--- src/rtl/saq_pkg.sv ---
package saq_pkg;

  // bytes per cache word; neighbouring words differ by this offset
  localparam int unsigned WORD_BYTES = 4;

  // strobes from control to datapath for one cycle
  typedef struct packed {
    logic push;      // write the offered access at the tail
    logic popOne;    // retire the head entry
    logic popTwo;    // retire the head and the entry behind it
    logic fwdLoad;   // capture forwarded store data as a load result
    logic cacheLoad; // capture cache read data as a load result
    logic isWrite;   // request is a write
    logic isPair;    // request covers two neighbouring words
    logic swapPair;  // second entry holds the lower offset
  } saq_ctrl_t;

endpackage

--- src/rtl/saq_datapath.sv ---
module saq_datapath
  import saq_pkg::*;
#(
  parameter int unsigned DEPTH   = 8,
  parameter int unsigned OFF_W   = 12,
  parameter int unsigned DATA_W  = 32,
  parameter int unsigned EPOCH_W = 4,
  parameter int unsigned TAG_W   = 4,
  localparam int unsigned PTR_W  = $clog2(DEPTH),
  localparam int unsigned CNT_W  = $clog2(DEPTH + 1)
) (
  input  logic               clk,
  input  logic               rstN,
  input  saq_ctrl_t          ctrl,
  input  logic               enqIsStore,
  input  logic [OFF_W-1:0]   enqOffset,
  input  logic [EPOCH_W-1:0] enqEpoch,
  input  logic [DATA_W-1:0]  enqData,
  input  logic [TAG_W-1:0]   enqTag,
  input  logic [DATA_W-1:0]  rspData,
  output logic [CNT_W-1:0]   occupancy,
  output logic               fwdHit,
  output logic               headIsStore,
  output logic               nextIsStore,
  output logic [OFF_W-1:0]   headOff,
  output logic [OFF_W-1:0]   nextOff,
  output logic [EPOCH_W-1:0] headEpoch,
  output logic [EPOCH_W-1:0] nextEpoch,
  output logic [EPOCH_W-1:0] reqEpoch,
  output logic [OFF_W-1:0]   reqOffset,
  output logic [DATA_W-1:0]  reqData0,
  output logic [DATA_W-1:0]  reqData1,
  output logic               ldValid,
  output logic [TAG_W-1:0]   ldTag,
  output logic [DATA_W-1:0]  ldData,
  output logic               ldFwd
);

  logic [PTR_W-1:0] headPtr, tailPtr, nextPtr;
  logic [CNT_W-1:0] countQ;

  logic [DEPTH-1:0]   entValid;
  logic [DEPTH-1:0]   entIsStore;
  logic [OFF_W-1:0]   entOff   [DEPTH];
  logic [EPOCH_W-1:0] entEpoch [DEPTH];
  logic [DATA_W-1:0]  entData  [DEPTH];
  logic [TAG_W-1:0]   entTag   [DEPTH];

  function automatic logic [PTR_W-1:0] incPtr(input logic [PTR_W-1:0] p);
    return (p == PTR_W'(DEPTH - 1)) ? '0 : p + 1'b1;
  endfunction

  assign nextPtr = incPtr(headPtr);

  // entry storage, one register set per slot
  for (genvar g = 0; g < DEPTH; g++) begin : g_slot
    logic               vQ, sQ;
    logic [OFF_W-1:0]   oQ;
    logic [EPOCH_W-1:0] eQ;
    logic [DATA_W-1:0]  dQ;
    logic [TAG_W-1:0]   tQ;
    logic wrHere, clrHere;

    assign wrHere  = ctrl.push && (tailPtr == PTR_W'(g));
    assign clrHere = ((ctrl.popOne || ctrl.popTwo) && (headPtr == PTR_W'(g))) ||
                     (ctrl.popTwo && (nextPtr == PTR_W'(g)));

    always_ff @(posedge clk or negedge rstN) begin
      if (!rstN) begin
        vQ <= 1'b0;
        sQ <= 1'b0;
        oQ <= '0;
        eQ <= '0;
        dQ <= '0;
        tQ <= '0;
      end else begin
        if (clrHere) vQ <= 1'b0;
        if (wrHere) begin
          vQ <= 1'b1;
          sQ <= enqIsStore;
          oQ <= enqOffset;
          eQ <= enqEpoch;
          dQ <= enqData;
          tQ <= enqTag;
        end
      end
    end

    assign entValid[g]   = vQ;
    assign entIsStore[g] = sQ;
    assign entOff[g]     = oQ;
    assign entEpoch[g]   = eQ;
    assign entData[g]    = dQ;
    assign entTag[g]     = tQ;
  end

  // pointers and occupancy
  always_ff @(posedge clk or negedge rstN) begin
    if (!rstN) begin
      headPtr <= '0;
      tailPtr <= '0;
      countQ  <= '0;
    end else begin
      if (ctrl.push) tailPtr <= incPtr(tailPtr);
      if (ctrl.popTwo)      headPtr <= incPtr(nextPtr);
      else if (ctrl.popOne) headPtr <= nextPtr;
      countQ <= countQ + CNT_W'(ctrl.push) - CNT_W'(ctrl.popOne)
                - (ctrl.popTwo ? CNT_W'(2) : CNT_W'(0));
    end
  end

  assign occupancy = countQ;

  // offset match over the queue, scanned oldest to youngest
  logic               blockedByEpoch, offsetHit;
  logic [DATA_W-1:0]  fwdData;

  always_comb begin
    blockedByEpoch = 1'b0;
    offsetHit      = 1'b0;
    fwdData        = '0;
    for (int a = 0; a < DEPTH; a++) begin
      logic [PTR_W-1:0] idx;
      idx = PTR_W'((int'(headPtr) + a) % DEPTH);
      if (entValid[idx] && entIsStore[idx]) begin
        if (entEpoch[idx] != enqEpoch) begin
          blockedByEpoch = 1'b1;
        end else if (entOff[idx] == enqOffset) begin
          offsetHit = 1'b1;
          fwdData   = entData[idx];
        end
      end
    end
  end

  assign fwdHit = offsetHit && !blockedByEpoch;

  // head and second-oldest views
  assign headIsStore = entIsStore[headPtr];
  assign nextIsStore = entIsStore[nextPtr];
  assign headOff     = entOff[headPtr];
  assign nextOff     = entOff[nextPtr];
  assign headEpoch   = entEpoch[headPtr];
  assign nextEpoch   = entEpoch[nextPtr];

  // request formatting
  always_comb begin
    reqEpoch  = entEpoch[headPtr];
    reqOffset = entOff[headPtr];
    reqData0  = '0;
    reqData1  = '0;
    if (ctrl.isWrite) begin
      if (!ctrl.isPair) begin
        reqData0 = entData[headPtr];
      end else if (!ctrl.swapPair) begin
        reqData0 = entData[headPtr];
        reqData1 = entData[nextPtr];
      end else begin
        reqOffset = entOff[nextPtr];
        reqData0  = entData[nextPtr];
        reqData1  = entData[headPtr];
      end
    end
  end

  // load result register
  always_ff @(posedge clk or negedge rstN) begin
    if (!rstN) begin
      ldValid <= 1'b0;
      ldTag   <= '0;
      ldData  <= '0;
      ldFwd   <= 1'b0;
    end else begin
      ldValid <= ctrl.fwdLoad || ctrl.cacheLoad;
      if (ctrl.fwdLoad) begin
        ldTag  <= enqTag;
        ldData <= fwdData;
        ldFwd  <= 1'b1;
      end else if (ctrl.cacheLoad) begin
        ldTag  <= entTag[headPtr];
        ldData <= rspData;
        ldFwd  <= 1'b0;
      end
    end
  end

endmodule

--- src/rtl/saq_control.sv ---
module saq_control
  import saq_pkg::*;
#(
  parameter int unsigned DEPTH   = 8,
  parameter int unsigned OFF_W   = 12,
  parameter int unsigned EPOCH_W = 4,
  localparam int unsigned CNT_W  = $clog2(DEPTH + 1)
) (
  input  logic               clk,
  input  logic               rstN,
  input  logic               enqValid,
  input  logic               enqIsStore,
  input  logic               fwdHit,
  input  logic [CNT_W-1:0]   occupancy,
  input  logic               headIsStore,
  input  logic               nextIsStore,
  input  logic [OFF_W-1:0]   headOff,
  input  logic [OFF_W-1:0]   nextOff,
  input  logic [EPOCH_W-1:0] headEpoch,
  input  logic [EPOCH_W-1:0] nextEpoch,
  input  logic               reqReady,
  input  logic               rspValid,
  output saq_ctrl_t          ctrl,
  output logic               enqReady,
  output logic               reqValid
);

  localparam logic [OFF_W:0] STEP = (OFF_W + 1)'(WORD_BYTES);

  logic waitRsp;
  logic enqFire, headPresent, twoPresent;
  logic nextAbove, nextBelow, canPair, reqFire;

  assign enqReady = (occupancy < CNT_W'(DEPTH)) && !rspValid;
  assign enqFire  = enqValid && enqReady;

  assign headPresent = (occupancy != '0);
  assign twoPresent  = (occupancy >= CNT_W'(2));

  // neighbour test done one bit wider so the offset range never wraps
  assign nextAbove = ({1'b0, headOff} + STEP) == {1'b0, nextOff};
  assign nextBelow = ({1'b0, nextOff} + STEP) == {1'b0, headOff};
  assign canPair   = twoPresent && headIsStore && nextIsStore &&
                     (headEpoch == nextEpoch) && (nextAbove || nextBelow);

  assign reqValid = headPresent && (headIsStore || !waitRsp);
  assign reqFire  = reqValid && reqReady;

  always_comb begin
    ctrl           = '0;
    ctrl.fwdLoad   = enqFire && !enqIsStore && fwdHit;
    ctrl.push      = enqFire && !ctrl.fwdLoad;
    ctrl.isWrite   = headIsStore;
    ctrl.isPair    = canPair;
    ctrl.swapPair  = canPair && nextBelow;
    ctrl.cacheLoad = waitRsp && rspValid;
    ctrl.popTwo    = reqFire && canPair;
    ctrl.popOne    = (reqFire && headIsStore && !canPair) || ctrl.cacheLoad;
  end

  always_ff @(posedge clk or negedge rstN) begin
    if (!rstN) begin
      waitRsp <= 1'b0;
    end else if (reqFire && !headIsStore) begin
      waitRsp <= 1'b1;
    end else if (waitRsp && rspValid) begin
      waitRsp <= 1'b0;
    end
  end

endmodule

--- src/rtl/stack_access_queue.sv ---
module stack_access_queue
  import saq_pkg::*;
#(
  parameter int unsigned DEPTH   = 8,
  parameter int unsigned OFF_W   = 12,
  parameter int unsigned DATA_W  = 32,
  parameter int unsigned EPOCH_W = 4,
  parameter int unsigned TAG_W   = 4
) (
  input  logic               clk,
  input  logic               rstN,
  input  logic               enqValid,
  output logic               enqReady,
  input  logic               enqIsStore,
  input  logic [OFF_W-1:0]   enqOffset,
  input  logic [EPOCH_W-1:0] enqEpoch,
  input  logic [DATA_W-1:0]  enqData,
  input  logic [TAG_W-1:0]   enqTag,
  output logic               ldValid,
  output logic [TAG_W-1:0]   ldTag,
  output logic [DATA_W-1:0]  ldData,
  output logic               ldFwd,
  output logic               reqValid,
  input  logic               reqReady,
  output logic               reqWrite,
  output logic               reqPair,
  output logic [EPOCH_W-1:0] reqEpoch,
  output logic [OFF_W-1:0]   reqOffset,
  output logic [DATA_W-1:0]  reqData0,
  output logic [DATA_W-1:0]  reqData1,
  input  logic               rspValid,
  input  logic [DATA_W-1:0]  rspData
);

  localparam int unsigned CNT_W = $clog2(DEPTH + 1);

  saq_ctrl_t          ctrl;
  logic [CNT_W-1:0]   occupancy;
  logic               fwdHit, headIsStore, nextIsStore;
  logic [OFF_W-1:0]   headOff, nextOff;
  logic [EPOCH_W-1:0] headEpoch, nextEpoch;

  saq_datapath #(
    .DEPTH(DEPTH), .OFF_W(OFF_W), .DATA_W(DATA_W),
    .EPOCH_W(EPOCH_W), .TAG_W(TAG_W)
  ) u_datapath (
    .clk(clk), .rstN(rstN), .ctrl(ctrl),
    .enqIsStore(enqIsStore), .enqOffset(enqOffset), .enqEpoch(enqEpoch),
    .enqData(enqData), .enqTag(enqTag), .rspData(rspData),
    .occupancy(occupancy), .fwdHit(fwdHit),
    .headIsStore(headIsStore), .nextIsStore(nextIsStore),
    .headOff(headOff), .nextOff(nextOff),
    .headEpoch(headEpoch), .nextEpoch(nextEpoch),
    .reqEpoch(reqEpoch), .reqOffset(reqOffset),
    .reqData0(reqData0), .reqData1(reqData1),
    .ldValid(ldValid), .ldTag(ldTag), .ldData(ldData), .ldFwd(ldFwd)
  );

  saq_control #(
    .DEPTH(DEPTH), .OFF_W(OFF_W), .EPOCH_W(EPOCH_W)
  ) u_control (
    .clk(clk), .rstN(rstN),
    .enqValid(enqValid), .enqIsStore(enqIsStore), .fwdHit(fwdHit),
    .occupancy(occupancy),
    .headIsStore(headIsStore), .nextIsStore(nextIsStore),
    .headOff(headOff), .nextOff(nextOff),
    .headEpoch(headEpoch), .nextEpoch(nextEpoch),
    .reqReady(reqReady), .rspValid(rspValid),
    .ctrl(ctrl), .enqReady(enqReady), .reqValid(reqValid)
  );

  assign reqWrite = ctrl.isWrite;
  assign reqPair  = ctrl.isPair;

endmodule

--- config.mk ---
export PLATFORM = sky130hd
export DESIGN_NAME = stack_access_queue
export DESIGN_NICKNAME = d
export VERILOG_FILES = /design/src/rtl/saq_pkg.sv /design/src/rtl/saq_datapath.sv /design/src/rtl/saq_control.sv /design/src/rtl/stack_access_queue.sv
export SDC_FILE = /design/constraint.sdc
export NUM_CORES = 2
export LEC_CHECK = 0
export BUFFER_PORTS_ARGS = -buffer_cell sky130_fd_sc_hd__buf_2
export CORE_ASPECT_RATIO = 1.25
export CORE_MARGIN = 2
export CORE_UTILIZATION = 35
export CTS_CLUSTER_SIZE = 12
export DETAILED_ROUTE_END_ITERATION = 8
export PLACE_DENSITY = 0.53
export SLEW_MARGIN = 20
export SYNTH_ARGS = -nofsm -noshare
export SYNTH_HDL_FRONTEND = slang
export SYNTH_SLANG_ARGS = --single-unit
--- constraint.sdc ---
create_clock -name clk -period 7.2 [get_ports clk]
set_input_delay 0 -clock clk [delete_from_list [all_inputs] [get_ports clk]]
set_output_delay 0 -clock clk [all_outputs]
set_load 0.03 [all_outputs]
==> run summary <==
Run status
* finished, final reports clean — outcome

Setup path
* or4b_1 — highest-delay cell along the critical path
* 6 — worst path bufs/invs
* flip-flop — startpoint type of the worst setup path
* 29 — critical path peak fanout
* 7200 ps — data required time at the worst endpoint
* 580 ps — minimum setup slack among reg-to-reg paths
* buf_4 — cell repeated most along the worst path
* output pin — capturing element type of the critical path
* ha_1 -> ha_1 -> buf_4 -> nand2b_4 -> buf_4 -> buf_4 -> o221ai_1 -> o311ai_0 -> o221ai_1 -> nor4bb_1 -> buf_4 -> nand4_1 -> or4b_1 -> or2_2 -> buf_4 -> mux2i_1 -> buf_2 — cell breakdown of the critical path
* 6690 ps — arrival time at the worst endpoint
* buffers and inverters — kind of cell adding the most delay to the critical path
* reg2out — category of the critical setup timing path
* 600 ps — delay of the slowest critical-path stage

Clock network
* 57 — TritonCTS Buffers
* 660 ps — Clock Latency Late Sink
* 60 ps — Worst-path clk slew
* 0 — number of gates given a new drive strength after cts
* 481 — clock net sink count
* clkbuf_16 — clk root buf
* 2 — count of H-tree levels built during CTS
* 3 — number of buffers between clock root and the deepest sink
* built — CTS tree

Power
* 0.197 — sequential share of power
* 14.09 mW — Internal Power
* 0.0003700 V — maximum vdd ir drop
* 14.39 mW — net switching component of the power
* 0.114 — Clk pwr share
* 0.689 — proportion of power drawn by combinational gates
* 28.47 mW — final total power
* 578.7 nW/µm² — total power per unit cell area
* 20.55 nW — leakage component of the power
* 0.5053 — switching portion of total power

Synthesis
* 1.000 — share of flip-flops with an asynchronous set or reset
* 481 — flops & latches, synth
* dfrtp_1 28%, mux4_2 20%, mux2_2 9.8% — Area contributors post-synth
* 0.2757 — top-area cell type share of the netlist area
* 0 — EDFF count, synth
* 0 — Ys Warns
* dfrtp_1 — most frequently used flop master after synthesis
* dfrtp_1 — top cell type by total area after synthesis
* 481 x dfrtp_1, 479 x nand2_1, 392 x mux4_2 — list of most frequent post-synthesis cells
* 0.2757 — fraction of the yosys area taken by sequential cells
* 10.62 µm² — per-instance average area after synthesis
* dfrtp_1 — dominant cell by count in the synthesized netlist
* 4226 — Net Count, Synth
* 43660 µm² — Mapped Area
* 92 — Distinct cells, synth
* 4109 — synthesized netlist cell count

Drt
* 6 — number of search-and-repair iterations in the first detailed-routing pass
* 3236 — first-iteration detailed-routing DRC count
* 169.5 mm — Post-Route WL
* 0 — antenna-violating nets left
* 37140 — vias after detailed routing
* 0 — number of DRC violations after detailed routing
* 6.343 — per-cell via count in the routed design
* 28.96 µm — routed wirelength normalized by instance count

Floorplanning
* 123600 µm² — area inside the core boundary
* 144 — standard-cell row count
* 0.3532 — Starting Density
* 212 — I/O pin cnt
* 127600 µm² — total die area
* 398.9 µm — Die Height
* 319.9 µm — horizontal die dimension

Timing
* 1128 ps — actual slew at the worst max-slew pin
* 0 — endpoints failing setup
* 0 — max-slew violation count
* 0.1495 GHz — fmax
* no — RSZ-0062 raised after global routing
* 0 — Final Hold Fails
* 36.25 ps — worst clock skew on the final layout
* 0 ps — Setup TNS
* 0.2464 — Max transition margin
* 0.9290 — Final period util
* 6689 ps — final critical-path required period

Hold path
* in2reg — path category of the worst min-delay check

Place
* 211 — number of buffers added on ports
* 114.9 mm — placed wire-length estimate after detailed placement
* 0.9729 — final estimated routing congestion in global placement

Global routing
* 0.2615 — total routing resource utilization after global routing
* 6 — number of antenna violations at the first check in global routing
* 116 — maximum number of pins on one net before global-route repair
* 36190 — via count of the first global-routing pass
* 250.5 mm — first-pass GRT wire length
* 0 — sum of overflow across all layers after global routing

Cells and area
* 12010 — number of inserted filler cells in the final layout
* 4317 — number of nets in the layout
* 0.3012 — share of final-layout standard cells stronger than drive strength 1
* 12.71% — Layout Area Growth over Synthesis

Flow run
* 0 — max cap viols

worst register-to-register path: stages, from the launching register on:
cell and delay (ps):
dfrtp_4 450, ha_1 230, ha_1 180, buf_4 330, nand2b_4 220, buf_4 340
buf_4 480, o221ai_1 210, o311ai_0 170, o221ai_1 210, nor4bb_1 590, buf_4 260
nor4bb_2 370, nand4_1 200, a211oi_4 270, o21ba_2 300, clkinv_2 150, o31ai_1 90
ha_1 230, inv_1 70, fa_1 420, ha_1 210, fa_1 400, xnor2_1 140
metal layers:
| metal | part of all wire | track usage |
|---|---|---|
| met1 | 0.40 | 0.3335 |
| met5 | 0.000077 | 0 |
| met3 | 0.067 | 0.03729 |
| met2 | 0.48 | 0.4353 |
| met4 | 0.055 | 0.1295 |
worst paths after layout:
kind	start	endpoint	depth (start not counted)
min in group asynchronous	rstN	u_datapath.g_slot[5].dQ[19]	3
worst min-delay path	rspData[13]	u_datapath.ldData[13]	4
max in group asynchronous	rstN	u_datapath.g_slot[0].oQ[11]	3
worst max register to register	u_datapath.headPtr[1]	u_datapath.occupancy[3]	23
worst min register to register	u_datapath.ldTag[1]	u_datapath.ldTag[1]	1
worst max-delay path	u_datapath.headPtr[1]	reqData1[31]	17
sequential cells by signal, indices dropped and copies added, names as in the netlist:
signal	cells
u_datapath.occupancy	4
u_datapath.ldFwd	1
u_datapath.g_slot.vQ	8
u_datapath.ldValid	1
u_datapath.g_slot.eQ	32
u_datapath.headPtr	3
u_datapath.g_slot.sQ	8
u_datapath.g_slot.dQ	256
u_datapath.g_slot.oQ	96
u_control.waitRsp	1
u_datapath.ldData	32
u_datapath.ldTag	4
u_datapath.tailPtr	3
u_datapath.g_slot.tQ	32
power by group through the flow:
| stage | combinational (mW) | sequential (mW) | clock, mW |
|---|---|---|---|
| 6_report | 19.6 | 5.60 | 3.26 |
| 5_1_grt | 20.9 | 5.75 | 3.42 |
| 4_1_cts | 19.4 | 5.51 | 3.32 |
| 3_5_place_dp | 19.3 | 5.55 | 0 |
| 3_3_place_gp | 19.2 | 5.51 | 0 |
| 2_1_floorplan | 14.3 | 5.01 | 0 |
metrics by stage:
step	instances	setup slack, ps	area [µm²]	util	hold WS (ps)
global route	5853	249.6	49200	0.3981	43.69
global placement	5656	715.3	46170	0.3736	65.02
finish	5855	511.3	49210	0.3981	21.95
CTS	5853	605.5	49190	0.3980	2.021
detailed placement	5656	675.1	46170	0.3736	69.25
floorplan	4109	3.902	43710	-	-295.6
cell type report:
class,instances,area (µm²),area share
multi-input combinational,3194,29720,0.6041
sequential,481,12050,0.2448
timing repair buffer,424,3161,0.06423
tap,1606,2009,0.04084
clock buffer,77,1663,0.03379
clock inverter,29,427.9,0.008696
inverter,42,168.9,0.003433
antenna,2,5.005,0.0001017
cell families after synthesis:
group,Yosys count,synth area share
mux,1241,0.4110
simple gates,1056,0.1149
compound gates,735,0.1152
flops,481,0.2757
buf+inv,434,0.04792
xor+xnor,135,0.02726
fa+ha+maj,27,0.008082
what timing repair did:
action,4_1_cts,5_1_grt
setup endpoints to repair,0,0
endpoints found under the hold margin,534,0
setup buffers,0,0
hold buffers,91,0
cells in the final DEF (no fill, tap or decap), drive strengths merged, types with 14 or more instances in the layout:
| master | count |
|---|---|
| o221ai | 15 |
| a21oi | 146 |
| nor2b | 30 |
| nand2b | 44 |
| o21ai | 149 |
| nand4 | 20 |
| ha | 25 |
| nand2 | 481 |
| a311oi | 35 |
| buf | 334 |
| a31oi | 37 |
| nand3b | 20 |
| xor2 | 36 |
| and2 | 53 |
| nor3 | 33 |
| o21a | 16 |
| a21o | 22 |
| a221oi | 22 |
| o22ai | 32 |
| mux2 | 481 |
| nor4 | 16 |
| xnor2 | 99 |
| inv | 37 |
| clkbuf | 77 |
| o221a | 14 |
| mux2i | 368 |
| a211oi | 113 |
| o32ai | 20 |
| clkinv | 23 |
| dfrtp | 481 |
| o211ai | 14 |
| nor2 | 194 |
| a22oi | 16 |
| dlygate4sd3 | 90 |
| nand3 | 92 |
| and3 | 24 |
| mux4 | 392 |
(Power assumes the default switching activity.)
